**config.mk**
```make
export PLATFORM = sky130hd
export DESIGN_NAME = nr_recip_fsm
export DESIGN_NICKNAME = d
export VERILOG_FILES = /design/src/rtl/nr_recip_pkg.sv /design/src/rtl/nr_halfsum.sv /design/src/rtl/nr_dhmul.sv /design/src/rtl/nr_satshl.sv /design/src/rtl/nr_recip_fsm.sv
export SDC_FILE = /design/constraint.sdc
export NUM_CORES = 2
export LEC_CHECK = 0
export BUFFER_PORTS_ARGS = -buffer_cell sky130_fd_sc_hd__buf_2
export CAP_MARGIN = 15
export CELL_PAD_IN_SITES_DETAIL_PLACEMENT = 2
export CELL_PAD_IN_SITES_GLOBAL_PLACEMENT = 2
export CORE_MARGIN = 1.5
export CORE_UTILIZATION = 46
export CTS_BUF_LIST = sky130_fd_sc_hd__clkbuf_4
export CTS_CLUSTER_DIAMETER = 40
export DETAILED_ROUTE_END_ITERATION = 8
export PLACE_DENSITY_LB_ADDON = 0.1
export SLEW_MARGIN = 10
export SYNTH_ARGS = -nofsm -noshare
export SYNTH_HDL_FRONTEND = slang
export SYNTH_SLANG_ARGS = --single-unit
export TNS_END_PERCENT = 1
```
**constraint.sdc**
```tcl
create_clock -name clk -period 44.9 [get_ports clk]
set_input_delay 4.49 -clock clk [delete_from_list [all_inputs] [get_ports clk]]
set_output_delay 4.49 -clock clk [all_outputs]
set_load 0.03 [all_outputs]
```
**src/rtl/nr_recip_pkg.sv**
```systemverilog
package nr_recip_pkg;
    localparam int DW = 32;
    localparam int PW = 2 * DW;

    typedef logic signed [DW-1:0] word_t;

    localparam word_t WORD_MAX = 32'sh7fff_ffff;
    localparam word_t SEED_C0  = 32'sd1515870810;
    localparam word_t SEED_C1  = -32'sd1010580540;
    localparam word_t Q2_ONE   = 32'sd536870912;

    typedef enum logic [2:0] {
        ST_IDLE,
        ST_HALF,
        ST_SEED,
        ST_MUL_D,
        ST_MUL_X,
        ST_UPDATE,
        ST_FINISH
    } state_t;
endpackage

```
**src/rtl/nr_halfsum.sv**
```systemverilog
module nr_halfsum
    import nr_recip_pkg::*;
(
    input  word_t a,
    input  word_t b,
    output word_t y
);
    logic signed [PW-1:0] sum_w, adj_w, tz_w;

    always_comb begin
        sum_w = PW'(a) + PW'(b);
        adj_w = sum_w[PW-1] ? (sum_w - PW'(1)) : (sum_w + PW'(1));
        // divide by two, truncating toward zero
        tz_w  = adj_w[PW-1] ? (adj_w + PW'(1)) : adj_w;
        y     = DW'(tz_w >>> 1);
    end
endmodule

```
**src/rtl/nr_dhmul.sv**
```systemverilog
module nr_dhmul
    import nr_recip_pkg::*;
(
    input  word_t a,
    input  word_t b,
    output word_t y
);
    localparam logic signed [PW-1:0] NUDGE_POS = PW'(1) <<< (DW - 2);
    localparam logic signed [PW-1:0] NUDGE_NEG = PW'(1) - NUDGE_POS;
    localparam logic signed [PW-1:0] TZ_BIAS   = (PW'(1) <<< (DW - 1)) - PW'(1);

    logic signed [PW-1:0] a_w, b_w, prod_w, nudged_w, tz_w;
    logic                 both_min;

    always_comb begin
        a_w      = PW'(a);
        b_w      = PW'(b);
        prod_w   = a_w * b_w;
        nudged_w = prod_w + (prod_w[PW-1] ? NUDGE_NEG : NUDGE_POS);
        tz_w     = nudged_w + (nudged_w[PW-1] ? TZ_BIAS : PW'(0));
        both_min = (a == b) && (a == {1'b1, {(DW-1){1'b0}}});
        y        = both_min ? WORD_MAX : DW'(tz_w >>> (DW - 1));
    end
endmodule

```
**src/rtl/nr_satshl.sv**
```systemverilog
module nr_satshl
    import nr_recip_pkg::*;
#(
    parameter int SW = 2
) (
    input  word_t         v,
    input  logic [SW-1:0] sh,
    output word_t         y
);
    logic signed [PW-1:0] v_w, lim_w;

    always_comb begin
        v_w   = PW'(v);
        lim_w = (PW'(1) <<< (DW - 1 - int'(sh))) - PW'(1);
        if (v_w > lim_w)
            y = WORD_MAX;
        else if (v_w < -lim_w)
            y = {1'b1, {(DW-1){1'b0}}};
        else
            y = v <<< sh;
    end
endmodule

```
**src/rtl/nr_recip_fsm.sv**
```systemverilog
module nr_recip_fsm
    import nr_recip_pkg::*;
#(
    parameter int ITERS = 3
) (
    input  logic          clk,
    input  logic          rst_n,
    input  logic          start,
    input  logic [DW-1:0] x_in,
    output logic          done,
    output logic [DW-1:0] recip
);
    localparam int IW = (ITERS > 1) ? $clog2(ITERS) : 1;
    localparam logic [IW-1:0] LAST_STEP = IW'(ITERS - 1);

    state_t        state_q, state_d;
    word_t         x_q, d_q, est_q, prod_q, corr_q;
    logic [IW-1:0] step_q;
    logic          busy;

    word_t         hs_y, mul_a, mul_b, mul_y, sh_v, sh_y;
    logic [1:0]    sh_amt;

    assign busy = (state_q != ST_IDLE);

    nr_halfsum u_half (
        .a (x_q),
        .b (WORD_MAX),
        .y (hs_y)
    );

    nr_dhmul u_mul (
        .a (mul_a),
        .b (mul_b),
        .y (mul_y)
    );

    nr_satshl #(.SW(2)) u_shl (
        .v  (sh_v),
        .sh (sh_amt),
        .y  (sh_y)
    );

    // shared operand selection
    always_comb begin
        case (state_q)
            ST_SEED: begin
                mul_a = d_q;
                mul_b = SEED_C1;
            end
            ST_MUL_D: begin
                mul_a = d_q;
                mul_b = est_q;
            end
            default: begin
                mul_a = est_q;
                mul_b = Q2_ONE - prod_q;
            end
        endcase
        if (state_q == ST_UPDATE) begin
            sh_v   = corr_q;
            sh_amt = 2'd2;
        end else begin
            sh_v   = est_q;
            sh_amt = 2'd1;
        end
    end

    // next state
    always_comb begin
        state_d = state_q;
        unique case (state_q)
            ST_IDLE:   if (start) state_d = ST_HALF;
            ST_HALF:   state_d = ST_SEED;
            ST_SEED:   state_d = ST_MUL_D;
            ST_MUL_D:  state_d = ST_MUL_X;
            ST_MUL_X:  state_d = ST_UPDATE;
            ST_UPDATE: state_d = (step_q == LAST_STEP) ? ST_FINISH : ST_MUL_D;
            ST_FINISH: state_d = ST_IDLE;
            default:   state_d = ST_IDLE;
        endcase
    end

    // state register
    always_ff @(posedge clk or negedge rst_n) begin
        if (!rst_n)
            state_q <= ST_IDLE;
        else
            state_q <= state_d;
    end

    // datapath and outputs
    always_ff @(posedge clk or negedge rst_n) begin
        if (!rst_n) begin
            x_q    <= '0;
            d_q    <= '0;
            est_q  <= '0;
            prod_q <= '0;
            corr_q <= '0;
            step_q <= '0;
            done   <= 1'b0;
            recip  <= '0;
        end else begin
            done <= 1'b0;
            unique case (state_q)
                ST_IDLE:   if (start) x_q <= word_t'(x_in);
                ST_HALF:   d_q <= hs_y;
                ST_SEED: begin
                    est_q  <= SEED_C0 + mul_y;
                    step_q <= '0;
                end
                ST_MUL_D:  prod_q <= mul_y;
                ST_MUL_X:  corr_q <= mul_y;
                ST_UPDATE: begin
                    est_q  <= est_q + sh_y;
                    step_q <= step_q + IW'(1);
                end
                ST_FINISH: begin
                    recip <= sh_y;
                    done  <= 1'b1;
                end
                default: ;
            endcase
        end
    end
endmodule

```
# ---- Yosys cells after proc, flatten, opt, wreduce, memory -nomap -nowiden
# Index checks and enable logic that the tools add are counted.
dict set report totals {
  regBits 198
  wordCells 59
}
dict set report classes {
  n_reduce_logical 5
  add_sub_neg 13
  n_eq_ne 10
  mul 1
  n_shift 2
  muxes 17
  n_lt_le_gt_ge 2
}
# operator n
set ops {}
lappend ops {{32-bit two-way mux} 5}
lappend ops {{64-bit two-way mux} 2}
lappend ops {{32-bit case mux with 2 select lines} 2}
lappend ops {{64-bit by 2-bit subtractor with 64-bit output (second input constant)} 2}
lappend ops {{64-bit by 2-bit adder with 64-bit output (second input constant)} 1}
lappend ops {{64-bit adder} 1}
lappend ops {{32-bit by 64-bit greater-than comparator with 1-bit output} 1}
lappend ops {{32-bit by 64-bit < comparator with 1-bit output} 1}
lappend ops {{32-bit by 32-bit multiplier with 64-bit output} 1}
lappend ops {{64-bit negator} 1}
lappend ops {{2-bit by 32-bit <<< shifter with 64-bit output (first input constant)} 1}
lappend ops {{63-bit adder} 1}
lappend ops {{32-bit by 32-bit adder with 33-bit output (second input constant)} 1}
lappend ops {{33-bit by 2-bit adder with 33-bit output (second input constant)} 1}
lappend ops {{33-bit two-way mux} 1}
lappend ops {{32-bit adder} 1}
lappend ops {{32-bit adder (first input constant)} 1}
lappend ops {{32-bit equality test} 1}
lappend ops {{32-bit equality test (second input constant)} 1}
lappend ops {{32-bit by 2-bit <<< shifter with 32-bit output} 1}
lappend ops {{31-bit by 32-bit subtractor with 32-bit output (first input constant)} 1}
lappend ops {{31-bit two-way mux} 1}
lappend ops {{3-bit case mux with 6 select lines} 1}
lappend ops {{3-bit equality test (second input constant)} 3}
lappend ops {{other kinds (15)} 17}

# ---- Longest topological paths before layout
dict set report logic_depth {
  depth_word 11
  depth_mapped 81
  depth_no_buf 77
}

# ---- Cells and area by module
# A second synthesis with hierarchy kept.
dict set report hier_totals {
  cells_unflattened 7006
  hier_area_um2 59853.7
}
# module n_inst cells_each area_per_inst_um2
set modules_own_cells {}
lappend modules_own_cells {nr_dhmul 1 4862 42045.3}
lappend modules_own_cells {nr_recip_fsm 1 1287 11501.0}
lappend modules_own_cells {nr_halfsum 1 671 4693.3}
lappend modules_own_cells {nr_satshl 1 186 1614.0}

# ---- Least setup slack after synthesis
# OpenSTA, ideal clock, no wires.
dict set report synth_timing {
  path_type {register to register}
  start {reg state_q[1]}
  end {reg est_q[26]}
  required_time_ps 44774
  arrival_ps 21365
  setup_time_ps 126
  n_path_buf 8
  path_stages_with_launch 76
  setup_slack_ps 23409
  path_cell_list {dfrtp_1 > clkbuf_1 > nor2b_1 > clkbuf_1 > clkbuf_1 > clkbuf_1 > clkbuf_1 > nand3_1 > o21ai_1 > clkbuf_1 > nand2_1 > fa_1 > inv_1 > fa_1 > inv_1 > fa_1 > inv_1 > fa_1 > (+40 left out) > a21oi_1 > nor2b_1 > o21ai_0 > a2111oi_0 > nor2_1 > and3_1 > o21ai_0 > nand4bb_4 > nor4_4 > nand3_2 > or4_4 > or3_1 > xnor2_1 > o21a_1 > a2111o_1 > and2_1 > xor2_1 > a221o_1}
}
dict set report synth_via {
  elab_chain_len 11
  elab_cells_between_ends 30
  cone_classes {7 x add/sub; 1 x mul; 2 x order compare; 5 x eq/ne; 2 x shift; 10 x mux; 3 x reduce/logical}
}
# item line
set synth_lines {}
lappend synth_lines {{start: declaration} nr_recip_fsm.sv:16} ;# state_t state_q, state_d;
lappend synth_lines {{start signal: assignment} nr_recip_fsm.sv:89} ;# state_q <= state_d;
lappend synth_lines {{3-bit by 2-bit equality test with 1-bit output, or another cell as far along} {nr_recip_fsm.sv:46, nr_recip_fsm.sv:105}}
lappend synth_lines {{2-bit OR reduction (no source line) or 2-bit two-way mux (tied branches)} -}
lappend synth_lines {{32-bit two-way mux or 5-bit by 2-bit subtractor with 6-bit output (tied branches)} {nr_recip_fsm.sv:46, nr_satshl.sv:14}}
lappend synth_lines {{32-bit by 32-bit multiplier with 64-bit output or 2-bit by 32-bit <<< shifter with 64-bit output (tied branches)} {nr_dhmul.sv:18, nr_satshl.sv:14}}
lappend synth_lines {{64-bit two-way mux or 64-bit by 2-bit subtractor with 64-bit output (tied branches)} {nr_dhmul.sv:19, nr_satshl.sv:14}}
lappend synth_lines {{64-bit adder or 64-bit negator (tied branches)} {nr_dhmul.sv:19, nr_satshl.sv:17}}
lappend synth_lines {{31-bit two-way mux or 32-bit by 64-bit < comparator with 1-bit output (tied branches)} {nr_dhmul.sv:20, nr_satshl.sv:17}}
lappend synth_lines {{63-bit adder or 32-bit two-way mux (tied branches)} {nr_dhmul.sv:20, nr_satshl.sv:17}}
lappend synth_lines {{32-bit two-way mux, on equally long branches} {nr_dhmul.sv:22, nr_satshl.sv:15}}
lappend synth_lines {{32-bit adder, on equally long branches} {nr_recip_fsm.sv:109, nr_recip_fsm.sv:115}}
lappend synth_lines {{32-bit case mux with 2 select lines} nr_recip_fsm.sv:105} ;# unique case (state_q)
lappend synth_lines {{end signal: assignment} nr_recip_fsm.sv:109} ;# est_q <= SEED_C0 + mul_y;
lappend synth_lines {{end signal: assignment} nr_recip_fsm.sv:115} ;# est_q <= est_q + sh_y;
lappend synth_lines {{end: declaration} nr_recip_fsm.sv:17} ;# word_t x_q, d_q, est_q, prod_q, corr_q;
# Parallel ways exist; a longest one is shown, timed or not.
# A chain may end at the register's enable or synchronous reset.

# ---- Worst setup path after layout
dict set report layout_timing {
  start {reg prod_q[6]}
  end {reg est_q[31]}
}
dict set report layout_via {
  elab_chain_len 10
  elab_cells_between_ends 12
  cone_classes {4 x add/sub; 1 x mul; 1 x eq/ne; 5 x mux; 1 x reduce/logical}
}
# item line
set layout_lines {}
lappend layout_lines {{start: declaration} nr_recip_fsm.sv:17}
lappend layout_lines {{start signal: assignment} nr_recip_fsm.sv:112} ;# ST_MUL_D: prod_q <= mul_y;
lappend layout_lines {{31-bit by 32-bit subtractor with 32-bit output *} nr_recip_fsm.sv:57} ;# mul_b = Q2_ONE - prod_q;
lappend layout_lines {{32-bit case mux with 2 select lines *} nr_recip_fsm.sv:46} ;# case (state_q)
lappend layout_lines {{32-bit by 32-bit multiplier with 64-bit output} nr_dhmul.sv:18} ;# prod_w = a_w * b_w;
lappend layout_lines {{64-bit two-way mux} nr_dhmul.sv:19} ;# nudged_w = prod_w + (prod_w[PW-1] ? NUDGE_NEG : NUDGE_POS);
lappend layout_lines {{64-bit adder} nr_dhmul.sv:19}
lappend layout_lines {{31-bit two-way mux} nr_dhmul.sv:20} ;# tz_w = nudged_w + (nudged_w[PW-1] ? TZ_BIAS : PW'(0));
lappend layout_lines {{63-bit adder} nr_dhmul.sv:20}
lappend layout_lines {{32-bit two-way mux *} nr_dhmul.sv:22} ;# y = both_min ? WORD_MAX : DW'(tz_w >>> (DW - 1));
lappend layout_lines {{32-bit adder *} nr_recip_fsm.sv:109}
lappend layout_lines {{32-bit case mux with 2 select lines *} nr_recip_fsm.sv:105}
# Every way passes the cells marked *; elsewhere a longest branch is shown, timed or not.

==> results.cfg <==
[sta]
finalMaxSlewViolations = 0
setup_viol_count_final = 0
min_period_ps = 22170
fin_crit_sh_pct = 49.4
fin_tns_setup_ps = 0
slew_headroom_pct = 26.5
max_slew.worst_pin.slew_ps = 1100
finClkSkew_ps = 35.1
rsz0062_at_grt = false
finalHoldViolations = 0
max_freq_mhz = 45.1

[detailed_routing]
route.detailed.drc = 0
ant_nets = 0
routed.top_layer = met5
met1Wirelength_um = 88700
drt-initial-drc-count = 3011
viasPerCell = 5.98
route.met2.wl_um = 114000
drtPass1Iterations = 5
routed_wl_um = 237000
vias = 47400
dr_wl_met3_um = 15600
wl_per_cell_um = 30.0

[clocking]
cts_resized = 0
clkTransAtPathRegs_ps = 210
clk_latency_ps = 720
numCtsBuffers = 17
postCtsSetupBuffers = 0
clock_path_buffers = 2
cts.sinks = 198
cts_tree = done
cts_hold_buffers = 0
root_buffer = clkbuf_4
htreeDepth = 4

[logic_synthesis]
ys_seq_area_share_pct = 9.07
synthSimpleGateAreaFrac_pct = 16.9
synth-xor-area-share_pct = 4.63
synthFlopType = dfrtp_1
synthDistinctLibCells = 103
synth_top_area_cell = fa_1
yosysWarnings = 0
synth_area_leaders = fa_1, dfrtp_1, inv_1, ha_1, nand2_1
synth_top_family_by_area = adder cells
synth_nets = 7890
synth-seq-cells = 198
synth.area.mux_share_pct = 1.95
synthCells = 6425
avgSynthCellArea_um2 = 8.50
syn_area_um2 = 54600
synthAdderAreaFrac_pct = 47.6
synth_edf_count = 0
synth.top_cell.area_share_pct = 39.7
async_flop_share_pct = 100
synth_compound_area_share_pct = 9.09

[critical_path]
cp_slowest_stage_delay_ps = 850
cp-start-kind = register
cp_max_fo = 33
crit_type = reg -> reg
path_common_cell = fa_1
reg2reg_depth = 72
r2r-start = prod_q[6]$_DFFE_PN0N_
worstPathRequired_ps = 45590
slowest_stage = o21a_1
cp.arrival_ps = 22860
cp-endpoint = est_q[31]$_DFFE_PN0P_
cp-startpoint = prod_q[6]$_DFFE_PN0N_
cp-end-kind = register
rr_endpoint = est_q[31]$_DFFE_PN0P_
reg2reg_slack_ps = 22730

[min_path]
hp-class = reg -> reg

[final_layout]
drive_gt1_share_pct = 5.77
finish.utilization_pct = 48.7
num-fill-cells = 13100
final_net_count = 7829
final_cells = 7917
syn_to_final_growth_pct = 5.01

[floorplan]
die_area_um2 = 121000
initial_core_util_pct = 46.3
die_h_um = 348
pin_count = 68
die_w_um = 348
coreArea_um2 = 118000
rows = 126

[global_routing]
grt_remaining_overflow = 0
grt_start_max_net_pins = 93
antenna_found_initial = 14
grt_pass1_wl_um = 358000
grt_pass1_vias = 56200
track_usage_pct = 39.9

[place]
io_buffers = 67
gp_congestion = 0.901
dpl.cell_count = 7879
hpwl_um = 195000

[run_status]
outcome = finished, final reports clean

[flow_run]
maxCapViolations = 0
cell families (layout without fill, tap and decap cells):
logic type                 count (synthesis)  count (layout)
DFF                                      198             198
adders and majority gates               1430            1430
muxes                                    102             102
xor gates and xnor gates                 288             288
buffers and inverters                   1554            1506
other                                      0               4
and+or+nand+nor                         2062            2062
AOI/OAI and AO/OA                        791             791
synth_stat cells, types with 10 or more instances:
cell	number
a211oi_1	18
o21ai_0	207
fa_1	1083
mux2_2	33
o21bai_1	23
a22oi_1	13
mux2i_1	68
o21ai_1	23
or3_1	26
nand2b_1	33
nand3_1	73
and4_1	10
nor4_1	48
and2_1	75
a31oi_1	23
nand2_1	1077
nand4_1	47
xnor2_1	183
ha_1	347
clkinv_1	21
o211ai_1	22
and3_1	39
nor2_1	441
or4_1	12
or2_2	12
nor3b_1	16
inv_1	1250
o22ai_1	11
xor2_1	104
a21o_1	68
a21oi_1	226
nor2b_1	29
buf_2	13
o21a_1	36
clkbuf_1	237
dfrtp_1	198
o31ai_1	16
nor3_1	67
buf_1	22
cells in the final DEF, fill, tap and decap left out, types with 26 or more instances in the layout:
master	synthesis	routed
inv_1	1250	1250
fa_1	1083	1083
nand2_1	1077	1076
nor2_1	441	438
ha_1	347	347
a21oi_1	226	214
o21ai_0	207	207
dfrtp_1	198	198
xnor2_1	183	182
buf_4	1	127
xor2_1	104	104
and2_1	75	74
nand3_1	73	73
a21o_1	68	68
buf_2	13	68
nor3_1	67	67
mux2i_1	68	64
nand4_1	47	47
nor4_1	48	46
and3_1	39	39
o21a_1	36	36
mux2_2	33	33
nand2b_1	33	31
nor2b_1	29	28
or3_1	26	26
through the flow:
stage | hold slack [ps] | setup WS (ps) | area [um^2]
2_1_floorplan | 449 | 23410 | 54600
6_report | 505 | 22730 | 57400
3_3_place_gp | 457 | 24330 | 57000
4_1_cts | 512 | 23110 | 57400
5_1_grt | 528 | 21730 | 57400
3_5_place_dp | 462 | 23250 | 57000
worst max-delay path, delay by kind of cell, from the launching register on:
kind	cells	cell delay (ps)
mux	1	360
flops	1	490
buf+inv	8	1890
xor+xnor	3	570
fa+ha+maj	11	5220
compound gates	22	5730
simple gates	27	7710
per-layer routing:
layer / vias up / track usage [%]
li1: 19700 / -
met1: 24900 / 46.2
met2: 1851 / 67.2
met3: 858 / 7.93
met4: 12 / 26.7
met5: - / 0
registers in the layout, indices dropped and copies added, names as in the netlist:
register,cells
corr_q,32
d_q,32
est_q,32
prod_q,32
recip,32
x_q,32
state_q,3
step_q,2
done,1
final cells by class:
cell class	count	area [um^2]	area share (%)
Antenna cell	4	10.0	0.0174
Timing Repair Buffer	196	1310	2.28
Inverter	1278	4800	8.36
Clock buffer	17	128	0.222
Tap cell	1536	1920	3.35
Multi-Input combinational cell	4673	44100	76.8
Sequential cell	198	4950	8.64
Clock inverter	15	184	0.321
worst min path at each step:
stage,from,end,slack (ps),depth (start not counted)
2_1_floorplan,d_q[0]$_DFFE_PN0P_,d_q[0]$_DFFE_PN0P_,450,2
3_3_place_gp,recip[27]$_DFFE_PN0P_,recip[27]$_DFFE_PN0P_,460,2
3_5_place_dp,recip[20]$_DFFE_PN0P_,recip[20]$_DFFE_PN0P_,460,2
4_1_cts,recip[27]$_DFFE_PN0P_,recip[27]$_DFFE_PN0P_,510,2
5_1_grt,recip[21]$_DFFE_PN0P_,recip[21]$_DFFE_PN0P_,530,2
6_report,recip[27]$_DFFE_PN0P_,recip[27]$_DFFE_PN0P_,500,2
Power is not shown: default switching activity piles up to over one toggle a cycle in this logic, so the estimate is an artifact.
